**src/rtl/i2cs_pkg.sv**
```systemverilog
package i2cs_pkg;
  localparam int BYTE_W = 8;
  localparam int ADDR_W = 10;
  localparam int HI_W   = ADDR_W - BYTE_W;

  typedef enum logic [3:0] {
    S_IDLE, S_ADR1, S_ADR2, S_RXD, S_ACK, S_HOLD, S_TXD, S_TXACK, S_WAIT
  } st_t;
endpackage

```
**src/rtl/i2cs_line_sync.sv**
```systemverilog
module i2cs_line_sync #(
  parameter int LINES  = 2,
  parameter int STAGES = 2
) (
  input  logic             clk,
  input  logic             rst,
  input  logic [LINES-1:0] raw_i,
  output logic [LINES-1:0] sync_o
);
  for (genvar g = 0; g < LINES; g++) begin : g_line
    logic [STAGES-1:0] chain;
    always_ff @(posedge clk) begin
      if (rst) chain <= '1;
      else     chain <= {chain[STAGES-2:0], raw_i[g]};
    end
    assign sync_o[g] = chain[STAGES-1];
  end
endmodule

```
**src/rtl/i2cs_bus_events.sv**
```systemverilog
module i2cs_bus_events (
  input  logic clk,
  input  logic rst,
  input  logic scl_s,
  input  logic sda_s,
  output logic scl_rise,
  output logic scl_fall,
  output logic start_ev,
  output logic stop_ev
);
  logic scl_q, sda_q;

  always_ff @(posedge clk) begin
    if (rst) begin
      scl_q <= 1'b1;
      sda_q <= 1'b1;
    end else begin
      scl_q <= scl_s;
      sda_q <= sda_s;
    end
  end

  assign scl_rise = scl_s & ~scl_q;
  assign scl_fall = ~scl_s & scl_q;
  assign start_ev = scl_s & scl_q & sda_q & ~sda_s;
  assign stop_ev  = scl_s & scl_q & ~sda_q & sda_s;
endmodule

```
**src/rtl/i2cs_rxbuf.sv**
```systemverilog
module i2cs_rxbuf #(
  parameter int W = 8
) (
  input  logic         clk,
  input  logic         rst,
  input  logic         push,
  input  logic [W-1:0] push_data,
  input  logic         pop,
  input  logic         ovf_clr,
  output logic [W-1:0] data,
  output logic         full,
  output logic         ovf,
  output logic         irq
);
  always_ff @(posedge clk) begin
    if (rst) begin
      data <= '0;
      full <= 1'b0;
      ovf  <= 1'b0;
      irq  <= 1'b0;
    end else begin
      irq <= 1'b0;
      if (pop)     full <= 1'b0;
      if (ovf_clr) ovf  <= 1'b0;
      if (push) begin
        if (!full) begin
          data <= push_data;
          full <= 1'b1;
          irq  <= 1'b1;
        end else begin
          ovf <= 1'b1;
        end
      end
    end
  end
endmodule

```
**src/rtl/i2cs_slave.sv**
```systemverilog
module i2cs_slave
  import i2cs_pkg::*;
#(
  parameter int SYNC_STAGES = 2
) (
  input  logic              clk,
  input  logic              rst,
  input  logic              scl_i,
  input  logic              sda_i,
  output logic              scl_oe,
  output logic              sda_oe,
  input  logic [ADDR_W-1:0] cfg_own_addr,
  input  logic              cfg_ten_bit,
  input  logic [BYTE_W-1:0] tx_wdata,
  input  logic              tx_wr,
  output logic [BYTE_W-1:0] rx_rdata,
  input  logic              rx_rd,
  output logic              rx_full,
  output logic              irq,
  input  logic              clk_rel,
  input  logic              ovf_clr,
  output logic              st_addressed,
  output logic              st_read,
  output logic              st_data,
  output logic              st_ovf
);
  localparam logic [3:0] BITS = 4'(BYTE_W);
  localparam logic [4:0] TEN_HDR = 5'b11110;

  logic [1:0] lines_s;
  logic       scl_s, sda_s;
  logic       scl_rise, scl_fall, start_ev, stop_ev;

  i2cs_line_sync #(.LINES(2), .STAGES(SYNC_STAGES)) u_sync (
    .clk(clk), .rst(rst), .raw_i({scl_i, sda_i}), .sync_o(lines_s)
  );
  assign scl_s = lines_s[1];
  assign sda_s = lines_s[0];

  i2cs_bus_events u_ev (
    .clk(clk), .rst(rst), .scl_s(scl_s), .sda_s(sda_s),
    .scl_rise(scl_rise), .scl_fall(scl_fall),
    .start_ev(start_ev), .stop_ev(stop_ev)
  );

  st_t               state, nxt;
  logic [3:0]        bit_cnt;
  logic [BYTE_W-1:0] shreg, tx_reg, push_data;
  logic              push, hi_match, m_ack;

  i2cs_rxbuf #(.W(BYTE_W)) u_rx (
    .clk(clk), .rst(rst), .push(push), .push_data(push_data),
    .pop(rx_rd), .ovf_clr(ovf_clr), .data(rx_rdata),
    .full(rx_full), .ovf(st_ovf), .irq(irq)
  );

  // Address comparators on the completed byte
  logic m7, m10hi, m10lo;
  assign m7    = shreg[BYTE_W-1:1] == cfg_own_addr[BYTE_W-2:0];
  assign m10hi = (shreg[7:3] == TEN_HDR) && (shreg[2:1] == cfg_own_addr[ADDR_W-1:BYTE_W]);
  assign m10lo = shreg == cfg_own_addr[BYTE_W-1:0];

  logic [2:0] tx_idx;
  assign tx_idx = 3'd6 - bit_cnt[2:0];

  logic byte_done;
  assign byte_done = scl_fall && (bit_cnt == BITS);

  always_ff @(posedge clk) begin
    if (rst) begin
      state        <= S_IDLE;
      nxt          <= S_IDLE;
      bit_cnt      <= '0;
      shreg        <= '0;
      tx_reg       <= '0;
      push         <= 1'b0;
      push_data    <= '0;
      hi_match     <= 1'b0;
      m_ack        <= 1'b0;
      sda_oe       <= 1'b0;
      scl_oe       <= 1'b0;
      st_addressed <= 1'b0;
      st_read      <= 1'b0;
      st_data      <= 1'b0;
    end else begin
      push <= 1'b0;
      if (tx_wr) tx_reg <= tx_wdata;

      if (stop_ev) begin
        state        <= S_IDLE;
        sda_oe       <= 1'b0;
        scl_oe       <= 1'b0;
        st_addressed <= 1'b0;
        hi_match     <= 1'b0;
      end else if (start_ev) begin
        state        <= S_ADR1;
        bit_cnt      <= '0;
        sda_oe       <= 1'b0;
        scl_oe       <= 1'b0;
        st_addressed <= 1'b0;
      end else begin
        unique case (state)
          S_ADR1, S_ADR2, S_RXD: begin
            if (scl_rise && bit_cnt < BITS) begin
              shreg   <= {shreg[BYTE_W-2:0], sda_s};
              bit_cnt <= bit_cnt + 4'd1;
            end else if (byte_done) begin
              bit_cnt <= '0;
              if (state == S_ADR1) begin
                if (!cfg_ten_bit && m7) begin
                  sda_oe       <= 1'b1;
                  state        <= S_ACK;
                  nxt          <= shreg[0] ? S_HOLD : S_RXD;
                  st_addressed <= 1'b1;
                  st_read      <= shreg[0];
                  st_data      <= 1'b0;
                end else if (cfg_ten_bit && m10hi && !shreg[0]) begin
                  sda_oe   <= 1'b1;
                  state    <= S_ACK;
                  nxt      <= S_ADR2;
                  st_data  <= 1'b0;
                  hi_match <= 1'b0;
                end else if (cfg_ten_bit && m10hi && shreg[0] && hi_match) begin
                  sda_oe       <= 1'b1;
                  state        <= S_ACK;
                  nxt          <= S_HOLD;
                  st_addressed <= 1'b1;
                  st_read      <= 1'b1;
                  st_data      <= 1'b0;
                end else begin
                  state    <= S_WAIT;
                  hi_match <= 1'b0;
                end
              end else if (state == S_ADR2) begin
                if (m10lo) begin
                  sda_oe       <= 1'b1;
                  state        <= S_ACK;
                  nxt          <= S_RXD;
                  st_addressed <= 1'b1;
                  st_read      <= 1'b0;
                  st_data      <= 1'b0;
                  hi_match     <= 1'b1;
                end else begin
                  state <= S_WAIT;
                end
              end else begin
                st_data   <= 1'b1;
                push      <= 1'b1;
                push_data <= shreg;
                if (!rx_full) begin
                  sda_oe <= 1'b1;
                  state  <= S_ACK;
                  nxt    <= S_RXD;
                end else begin
                  state <= S_WAIT;
                end
              end
            end
          end
          S_ACK: begin
            if (scl_fall) begin
              sda_oe <= 1'b0;
              state  <= nxt;
              if (nxt == S_HOLD) scl_oe <= 1'b1;
            end
          end
          S_HOLD: begin
            if (clk_rel) begin
              scl_oe  <= 1'b0;
              state   <= S_TXD;
              bit_cnt <= '0;
              sda_oe  <= ~tx_reg[BYTE_W-1];
            end
          end
          S_TXD: begin
            if (scl_fall) begin
              if (bit_cnt == BITS - 4'd1) begin
                sda_oe  <= 1'b0;
                state   <= S_TXACK;
                st_data <= 1'b1;
              end else begin
                bit_cnt <= bit_cnt + 4'd1;
                sda_oe  <= ~tx_reg[tx_idx];
              end
            end
          end
          S_TXACK: begin
            if (scl_rise) m_ack <= ~sda_s;
            else if (scl_fall) begin
              if (m_ack) begin
                state  <= S_HOLD;
                scl_oe <= 1'b1;
              end else begin
                state <= S_WAIT;
              end
            end
          end
          default: ;
        endcase
      end
    end
  end
endmodule

```
**config.mk**
```make
export PLATFORM = sky130hd
export DESIGN_NAME = i2cs_slave
export DESIGN_NICKNAME = d
export VERILOG_FILES = /design/src/rtl/i2cs_pkg.sv /design/src/rtl/i2cs_line_sync.sv /design/src/rtl/i2cs_bus_events.sv /design/src/rtl/i2cs_rxbuf.sv /design/src/rtl/i2cs_slave.sv
export SDC_FILE = /design/constraint.sdc
export NUM_CORES = 1
export LEC_CHECK = 0
export ABC_AREA = 1
export BUFFER_PORTS_ARGS = -buffer_cell sky130_fd_sc_hd__buf_2
export CAP_MARGIN = 30
export CORE_ASPECT_RATIO = 0.75
export CORE_UTILIZATION = 53
export CTS_BUF_LIST = sky130_fd_sc_hd__clkbuf_8
export CTS_CLUSTER_DIAMETER = 150
export DETAILED_ROUTE_END_ITERATION = 12
export PLACE_DENSITY_LB_ADDON = 0.08
export SKIP_LAST_GASP = 1
export SLEW_MARGIN = 20
export SYNTH_ARGS = -nofsm -noshare
export SYNTH_HDL_FRONTEND = slang
export SYNTH_SLANG_ARGS = --single-unit
```
**constraint.sdc**
```tcl
create_clock -name clk -period 2 [get_ports clk]
set_input_delay 0.2 -clock clk [delete_from_list [all_inputs] [get_ports clk]]
set_output_delay 0.2 -clock clk [all_outputs]
set_load 0.01 [all_outputs]
```
==> flow_summary.ini <==
[synth]
yosys_warnings = 0
synth_top_area_cell = dfxtp_1
avgSynthCellArea_um2 = 6.58
synth_nets = 509
synth_top_area_share_pct = 38.0
synth_area_leaders = dfxtp_1, nand2_1, nor2_1, inv_1, o21ai_0
synth-edff-count = 0
ys_async_sr_fraction_pct = 0
ys_seq_area_share_pct = 38.0
syn_inst = 480
ys_ff_latch = 60
ys_types = 35
syn_area_um2 = 3160
synth_ff_type = dfxtp_1

[sta]
fin_crit_sh_pct = 90.3
setup_viol = 0
setup_tns_ns = 0
timing.fmax_mhz = 554
min_period_ns = 1.81
final.setup_skew_ns = 0.00879
tightest_slew_ns = 0.373
slew_viol_final = 0
rsz0062_at_grt = no
slew_headroom_pct = 75.1
hold_viol_final = 0

[cells_and_area]
mostFrequentLayoutCells = nand2_1, nor2_1, inv_1
fin_area_um2 = 3660
layout.nets = 559
nFillCells = 532
final_common_cell = nand2_1
multi_input_area_um2 = 1640
regArea_um2 = 1200
area_growth_pct = 16.0
drive_gt1_share_pct = 17.6
diodes = 0

[route]
drc = 0
drt_pre_antenna_iters = 5
wl_per_cell_um = 12.4
vias_per_cell = 5.06
ant_nets = 0
drt_iter0_markers = 210
drt_wl_total_mm = 7.56
routed-via-count = 3084

[clock_tree]
cts_inserted_buffers = 9
post_cts_buffers = 0
clk_latency_ns = 0.34
cts_sinks = 60
cts_tree = yes
clk_pin_slew_ns = 0.07
ctsLongestPathBuffers = 2
ctsHoldBuffers = 0
cts_max_level = 3
cts_root_buffer = clkbuf_8
ctsResizeCount = 0

[worst_hold_path]
hold_start = sda_i
hold_class = primary input to flop

[die]
die_area_um2 = 6280
die_x_um = 91.2
die_h_um = 68.9
rows = 23
io_pins = 43
initial_core_util_pct = 57.2
core_um2 = 5530

[global_routing]
grt_pass1_wl_mm = 12.7
antenna_found_initial = 0
grt_overflow_total = 0
gr-usage-all-layers_pct = 26.3
grt_pass1_vias = 2708
grt_max_degree = 38

[worst_setup_path]
reg2reg_from = bit_cnt[0]
cpMaxStageDelayCell = dfxtp_1
cp-start-kind = flop
critPathBufInv = 2
path_cells = inv_1, ha_1, nand4_2, nand2_1, nor3_1, nor2_1, nand3_2, inv_1, nor2_1, nor2_1
max_stage_delay_ns = 0.55
critical_path.max_fanout = 12
endpoint_kind = flop
crit_family = simple AND/OR/NAND/NOR gates
critPathKind = flop to flop
worst-r2r-setup-slack_ns = 0.19
crit_start = bit_cnt[0]
cpMostUsedCell = nor2_1
worstPathRequired_ns = 2.24
arrival_ns = 2.04

[power_and_ir_drop]
power-per-cell-area_nw_per_um2 = 1020
peakVddDrop_mv = 0.483
p_leak_nw = 1.77

[placement]
placed_cell_area_um2 = 3460
hpwl_mm = 5.60
port_buffers = 42
routabilityCongestion = 0.878

[outcome]
status = finished clean

[run]
cap_violations = 0
==> per-stage QoR <==
stage | hold slack [ns] | setup WS (ns) | power [W] | util (%) | std cells
finish | 0.0418 | 0.194 | 0.00374 | 66.3 | 610
global placement | 0.382 | 0.267 | 0.00264 | 62.7 | 594
CTS | 0.0329 | 0.221 | 0.00374 | 66.3 | 610
floorplan | 0.304 | 0.438 | 0.00236 | - | 480
global route | 0.0341 | 0.0328 | 0.00399 | 66.3 | 610
detailed placement | 0.385 | 0.236 | 0.00265 | 62.7 | 594
==> cells in the mapped netlist (all sizes together), types with 5 or more instances <==
cell type,number
nor2,84
nand4,6
clkbuf,6
inv,70
a211oi,10
nor3,13
nand3,20
or2,5
dfxtp,60
nand2,123
nand3b,5
o21ai,36
a21oi,22
==> metal layers <==
metal | part of all wire (%) | GRT usage [%]
met5 | 0 | 0
met4 | 0.94 | 8.73
met3 | 9.0 | 6.69
met2 | 38 | 37.7
met1 | 52 | 38.4
==> power breakdown <==
part	internal, W	leakage [nW]	total (W)	switching, W
Combinational	0.000406	1.19	0.00126	0.000854
Sequential	0.00129	0.488	0.00139	0.0000998
Clock	0.000578	0.0918	0.00109	0.000516
==> cells by family (layout without fill, tap and decap cells) <==
family          after synthesis  count (layout)  share of synthesized area [%]
simple gates                257             257                           36.3
buf+inv                      81             136                           9.94
compound gates               77              77                           14.1
flops                        60              60                           38.0
xor+xnor                      3               3                          0.832
fa+ha+maj                     2               2                          0.792
==> cell type report <==
class / count / share of cell area (%)
Clock buffer: 9 / 3.38
Clock inverter: 7 / 2.05
Inverter: 72 / 7.38
Multi-Input combinational cell: 339 / 44.9
Sequential cell: 60 / 32.8
Tap cell: 75 / 2.56
Timing Repair Buffer: 48 / 6.97
==> final timing paths <==
path                                                   to  depth (start not counted)
worst min register to register  u_sync.g_line[1].chain[1]                          1
worst max register to register                 bit_cnt[0]                         10
worst min-delay path            u_sync.g_line[0].chain[0]                          2
worst max-delay path                           bit_cnt[0]                         10
No activity file was read; power rests on OpenSTA's default activity.
